==> config.mk <==
export PLATFORM = sky130hd
export DESIGN_NAME = spi_regbus_slave
export DESIGN_NICKNAME = d
export VERILOG_FILES = /design/src/rtl/spi_regbus_pkg.sv /design/src/rtl/spi_regbus_sync.sv /design/src/rtl/spi_regbus_rx.sv /design/src/rtl/spi_regbus_tx.sv /design/src/rtl/spi_regbus_slave.sv
export SDC_FILE = /design/constraint.sdc
export NUM_CORES = 1
export LEC_CHECK = 0
export CORE_ASPECT_RATIO = 2
export CORE_MARGIN = 2
export CORE_UTILIZATION = 27
export DETAILED_ROUTE_END_ITERATION = 8
export PLACE_DENSITY_LB_ADDON = 0.1
export SLEW_MARGIN = 20
export SYNTH_ARGS = -nofsm -noshare
export SYNTH_HDL_FRONTEND = slang
export SYNTH_SLANG_ARGS = --single-unit
==> constraint.sdc <==
create_clock -name clk -period 1.9 [get_ports clk]
set_input_delay 0.285 -clock clk [delete_from_list [all_inputs] [get_ports clk]]
set_output_delay 0.285 -clock clk [all_outputs]
set_load 0.02 [all_outputs]
==> src/rtl/spi_regbus_pkg.sv <==
package spi_regbus_pkg;
  localparam int ADDR_W_DEF = 6;
  localparam int DATA_W_DEF = 24;
  localparam int SYNC_STAGES_DEF = 2;
endpackage

==> src/rtl/spi_regbus_sync.sv <==
module spi_regbus_sync #(
  parameter int W = 3,
  parameter int STAGES = 2,
  parameter logic [W-1:0] INIT = '0
) (
  input  logic         clk,
  input  logic         rst,
  input  logic [W-1:0] din,
  output logic [W-1:0] dout
);
  logic [W-1:0] st [STAGES];

  for (genvar g = 0; g < STAGES; g++) begin : g_stage
    if (g == 0) begin : g_first
      always_ff @(posedge clk) begin
        if (rst) st[g] <= INIT;
        else     st[g] <= din;
      end
    end else begin : g_next
      always_ff @(posedge clk) begin
        if (rst) st[g] <= INIT;
        else     st[g] <= st[g-1];
      end
    end
  end

  assign dout = st[STAGES-1];
endmodule

==> src/rtl/spi_regbus_rx.sv <==
module spi_regbus_rx #(
  parameter int AW = 6,
  parameter int DW = 24
) (
  input  logic          clk,
  input  logic          rst,
  input  logic          cs_act,
  input  logic          sck_rise,
  input  logic          mosi,
  output logic [AW-1:0] rf_addr,
  output logic [DW-1:0] rf_wdata,
  output logic          rf_we,
  output logic          tx_load,
  output logic          tx_shift_ok
);
  localparam int FW     = AW + DW + 2;
  localparam int CW     = $clog2(FW + 1);
  localparam int HDR    = AW + 1;
  localparam int DSTART = AW + 2;

  logic [CW-1:0] cnt;
  logic [DW-2:0] sh;
  logic          wr_cmd, rd_cmd;

  always_ff @(posedge clk) begin
    if (rst) begin
      cnt      <= '0;
      sh       <= '0;
      wr_cmd   <= 1'b0;
      rd_cmd   <= 1'b0;
      rf_addr  <= '0;
      rf_wdata <= '0;
      rf_we    <= 1'b0;
      tx_load  <= 1'b0;
    end else begin
      rf_we   <= 1'b0;
      tx_load <= 1'b0;
      if (!cs_act) begin
        cnt    <= '0;
        wr_cmd <= 1'b0;
        rd_cmd <= 1'b0;
      end else if (sck_rise && cnt < CW'(FW)) begin
        cnt <= cnt + 1'b1;
        sh  <= {sh[DW-3:0], mosi};
        if (cnt == CW'(HDR - 1)) begin
          wr_cmd  <= sh[AW-1];
          rd_cmd  <= ~sh[AW-1];
          rf_addr <= {sh[AW-2:0], mosi};
        end
        if (cnt == CW'(DSTART - 1) && rd_cmd)
          tx_load <= 1'b1;
        if (cnt == CW'(FW - 1) && wr_cmd) begin
          rf_we    <= 1'b1;
          rf_wdata <= {sh[DW-2:0], mosi};
        end
      end
    end
  end

  assign tx_shift_ok = cs_act && rd_cmd && (cnt >= CW'(DSTART)) && (cnt < CW'(FW));


  we_pulse_chk: assert property (@(posedge clk) disable iff (rst) rf_we |=> !rf_we);

  we_sel_chk: assert property (@(posedge clk) disable iff (rst) rf_we |-> $past(cs_act));

  addr_hold_chk: assert property (@(posedge clk) disable iff (rst) !cs_act |=> $stable(rf_addr));

  cnt_cap_chk: assert property (@(posedge clk) disable iff (rst) cnt <= CW'(FW));
endmodule

==> src/rtl/spi_regbus_tx.sv <==
module spi_regbus_tx #(
  parameter int DW = 24
) (
  input  logic          clk,
  input  logic          rst,
  input  logic          cs_act,
  input  logic          sck_fall,
  input  logic          load,
  input  logic          shift_ok,
  input  logic [DW-1:0] rdata,
  output logic          miso
);
  logic [DW-1:0] sr;

  always_ff @(posedge clk) begin
    if (rst || !cs_act) begin
      sr   <= '0;
      miso <= 1'b0;
    end else if (load) begin
      sr <= rdata;
    end else if (sck_fall && shift_ok) begin
      miso <= sr[DW-1];
      sr   <= {sr[DW-2:0], 1'b0};
    end
  end


  miso_idle_chk: assert property (@(posedge clk) disable iff (rst) !cs_act |=> !miso);

  miso_edge_chk: assert property (@(posedge clk) disable iff (rst) (cs_act && !sck_fall) |=> $stable(miso));
endmodule

==> src/rtl/spi_regbus_slave.sv <==
module spi_regbus_slave
  import spi_regbus_pkg::*;
#(
  parameter int AW = ADDR_W_DEF,
  parameter int DW = DATA_W_DEF,
  parameter int SYNC_STAGES = SYNC_STAGES_DEF
) (
  input  logic          clk,
  input  logic          rst,
  input  logic          spi_cs_n,
  input  logic          spi_sck,
  input  logic          spi_mosi,
  output logic          spi_miso,
  output logic [AW-1:0] rf_addr,
  output logic [DW-1:0] rf_wdata,
  output logic          rf_we,
  input  logic [DW-1:0] rf_rdata
);
  logic [2:0] pins_s;
  logic       cs_s, sck_s, mosi_s, sck_q;
  logic       cs_act, sck_rise, sck_fall;
  logic       tx_load, tx_shift_ok;

  spi_regbus_sync #(.W(3), .STAGES(SYNC_STAGES), .INIT(3'b100)) u_sync (
    .clk (clk),
    .rst (rst),
    .din ({spi_cs_n, spi_sck, spi_mosi}),
    .dout(pins_s)
  );

  assign {cs_s, sck_s, mosi_s} = pins_s;

  always_ff @(posedge clk) begin
    if (rst) sck_q <= 1'b0;
    else     sck_q <= sck_s;
  end

  assign cs_act   = ~cs_s;
  assign sck_rise = sck_s & ~sck_q;
  assign sck_fall = ~sck_s & sck_q;

  spi_regbus_rx #(.AW(AW), .DW(DW)) u_rx (
    .clk        (clk),
    .rst        (rst),
    .cs_act     (cs_act),
    .sck_rise   (sck_rise),
    .mosi       (mosi_s),
    .rf_addr    (rf_addr),
    .rf_wdata   (rf_wdata),
    .rf_we      (rf_we),
    .tx_load    (tx_load),
    .tx_shift_ok(tx_shift_ok)
  );

  spi_regbus_tx #(.DW(DW)) u_tx (
    .clk     (clk),
    .rst     (rst),
    .cs_act  (cs_act),
    .sck_fall(sck_fall),
    .load    (tx_load),
    .shift_ok(tx_shift_ok),
    .rdata   (rf_rdata),
    .miso    (spi_miso)
  );
endmodule

==> out/metrics.cfg, run 1 <==
[synth]
synth_ff_type = dfxtp_1
netlist_top_cells_area = dfxtp_1 (48%), nand2b_1 (7.8%), mux2i_1 (6.3%)
syn_warnings = 0
post_synthesis_cell_area_um2 = 3960
number_of_instances_in_the_synthesized_netlist = 439
syn-num-nets = 471
async_flop_share_pct = 0
synth.most_common_cell = dfxtp_1
synth_top_cell_area_share_pct = 48.1
synth_cell_types = 43
synth.yosys.seq_area_share_pct = 48.1
yosys.area.top_type = dfxtp_1
edff_count_synth = 0
synth.top_cells.by_count = dfxtp_1 (95), nand2_1 (52), nand2b_1 (49)
syn_avg_cell_area_um2 = 9.01
synth.ff_latch_count = 95

[setup_path]
timing.critical_path.arrival_ns = 1.88
crit_path_cell_trace = buf_4 -> o21bai_2 -> buf_4 -> nor4_1 -> a211oi_1
setup.reg_to_reg.worst_slack_ns = 0.27
start_kind = flip-flop
path_max_fanout = 17
setup.worst_path.class = flip-flop to flip-flop
reg2reg_from = u_rx.cnt[3]
cpPeakStageDelay_ns = 0.42
rr_endpoint = u_tx.sr[14]
cpMostUsedCell = buf_4
critical_path.slowest_cell = o21bai_2
critical_path.endpoint_type = flip-flop
r2r.worst_path.cells = 5
cp.required_ns = 2.15

[routing]
viasPerCell = 4.69
route.vias.total = 3201
antenna_violating_nets_post_route = 0
wire_per_inst_um = 14.4
post-route-drc-count = 0
first_iter_violations = 85
drt-pass1-iter-count = 4
drt_wl_total_mm = 9.80

[global_route]
grt_overflow_total = 0
groute.layer.met1.usage_pct = 15.7
grt_antenna_before_repair = 0
grt_pass1_vias = 3281
grtUsageMet3_pct = 3.07
grt_util_met2_pct = 23.0
grt_pass1_wl_mm = 16.5
gr-max-usage-layer = met2
pin_count_of_the_biggest_net_entering_global_routing = 54
gr_util_all_layers_pct = 13.3

[clocking]
clock_latency_on_the_worst_skew_pair_ns = 0.34
cts_tree = built
path_clk_slew_ns = 0.07
clk_sinks = 95
postCtsResizedCells = 0
post-cts-setup-buffer-count = 0
clock_tree.root_cell = clkbuf_16
number_of_cts_inserted_buffers = 9
cts-htree-levels = 3
holdBufCountCts = 0
clk_path_buf_depth = 2

[floorplan]
die_height_um = 175
fp.coreArea_um2 = 14400
initial_utilization_pct = 27.6
floorplan.die.width_um = 89.6
rows = 62
top_level_ports = 61
die_area_um2 = 15700

[sta]
fin_crit_share_pct = 85.8
timing_worst_slew_pin_value_ns = 0.632
report.final.hold_viol_count = 0
tns_ns = 0
slew_headroom_pct = 57.9
achievable-frequency_ghz = 0.613
period_needed_ns = 1.63
grt_setup_unrepaired = no
finalSetupViolations = 0
clock-skew-final_ns = 0.00981
setup_slack_ns = 0.270
report.final.slew_viol_count = 0

[placement]
gpl_wtd_cong = 0.800
detailedPlacementHpwl_mm = 6.61
portBuffers = 60
preCtsSetupSlack_ns = 0.228

[hold_path]
timing.hold.worst_path_depth = 2
min-delay-path-class = input pin to flip-flop
launch_instance_of_the_worst_min_delay_path = rst
hold_path_sink = u_sync.st[0][2]

[flow_run]
max_cap_violations = 0

[outcome]
run_status = completed

[pwr]
power-per-cell-area_nw_per_um2 = 762
p_leak_uw = 0.00151
vdd_drop_max_v = 0.000412

[layout]
finalNetCount = 517
layout-drive-gt1-share_pct = 7.76
areaGrowthSynthToFinish_pct = 26.8
antenna_cells = 0

worst max path at each step:
stage | startpoint | end | slack [ns] | cells past startpoint
6_report | u_rx.cnt[3] | u_tx.sr[14] | 0.27 | 5
4_1_cts | u_rx.cnt[3] | u_tx.sr[17] | 0.19 | 5
3_3_place_gp | sck_q | u_rx.rf_addr[5] | 0.25 | 3
2_1_floorplan | u_rx.cnt[3] | u_rx.rf_addr[0] | 0.34 | 4
5_1_grt | u_rx.cnt[3] | u_tx.sr[21] | 0.11 | 5
3_5_place_dp | u_rx.cnt[3] | u_tx.sr[8] | 0.23 | 5
logic make-up after synthesis:
logic type / after synthesis / share of synthesized area (%)
buf+inv: 43 / 4.68
mux: 25 / 6.33
flops: 95 / 48.1
xor+xnor: 2 / 0.443
compound gates: 90 / 14.3
fa+ha+maj: 3 / 0.949
simple gates: 181 / 25.2
metrics by stage:
| stage | utilization (%) | cells | instance area [um2] | hold slack (ns) | power [uW] |
|---|---|---|---|---|---|
| 5_1_grt | 35.0 | 682 | 5020 | 0.335 | 3990 |
| 2_1_floorplan | - | 439 | 3960 | 0.389 | 2100 |
| 6_report | 35.0 | 682 | 5020 | 0.304 | 3820 |
| 3_3_place_gp | 33.1 | 666 | 4740 | 0.401 | 2180 |
| 4_1_cts | 35.0 | 682 | 5020 | 0.322 | 3900 |
| 3_5_place_dp | 33.1 | 666 | 4740 | 0.415 | 2180 |
power breakdown:
part	total, uW	internal (uW)	switching [uW]
logic	127	78.3	48.9
clock network	1690	895	797
registers	2000	2000	7.23
metal layers:
layer / wire [um] / vias to the layer above
met4: 177 / 0
li1: - / 1611
met3: 339 / 11
met1: 4180 / 1524
met2: 5110 / 55
met5: 0 / -
layout make-up:
class | instances | area (um2)
fill | 1516 | 9340
clock buffer | 10 | 229
clock inverter | 6 | 43.8
tap | 192 | 240
timing repair buffer | 73 | 706
inverter | 5 | 18.8
sequential | 95 | 1900
multi-input combinational | 301 | 1880
registers in the layout, indices dropped and copies added (netlist names), 6 cells and up:
| signal | cells |
|---|---|
| u_rx.sh | 23 |
| u_rx.rf_wdata | 24 |
| u_tx.sr | 24 |
| u_rx.rf_addr | 6 |
| u_rx.cnt | 6 |
| u_sync.st | 6 |
worst max-delay path, delay by kind of cell (launching register included):
kind / cells / cell delay [ns]
buffers and inverters: 2 / 0.47
AO/OA/AOI/OAI: 2 / 0.67
AND/OR/NAND/NOR: 1 / 0.07
flip-flops: 1 / 0.31
placed cells by master, fill, tap and decap left out, drive strengths merged, types with 2 or more instances in the layout:
master / count
mux2i: 25
nor2b: 6
or4b: 2
nor3: 2
or2: 4
a21oi: 27
clkdlybuf4s50: 59
nand2: 52
nand2b: 49
buf: 14
nand3b: 3
ha: 3
a22o: 6
nor2: 28
nor4: 26
nor4b: 2
clkbuf: 10
a41oi: 2
o31ai: 2
clkinv: 3
inv: 7
xnor2: 2
a211oi: 22
o21ai: 25
nand4bb: 2
dfxtp: 95
o311ai: 2
(Power assumes the default switching activity.)
==> inputs of run 2 (changes only) <==
--- a/config.mk
+++ b/config.mk
@@ -10,7 +10,6 @@
 export CORE_UTILIZATION = 27
 export DETAILED_ROUTE_END_ITERATION = 8
 export PLACE_DENSITY_LB_ADDON = 0.1
-export SLEW_MARGIN = 20
 export SYNTH_ARGS = -nofsm -noshare
 export SYNTH_HDL_FRONTEND = slang
 export SYNTH_SLANG_ARGS = --single-unit
==> results of run 2 <==
Same layout as run 1: the final DEF is identical, and so are final timing and power.
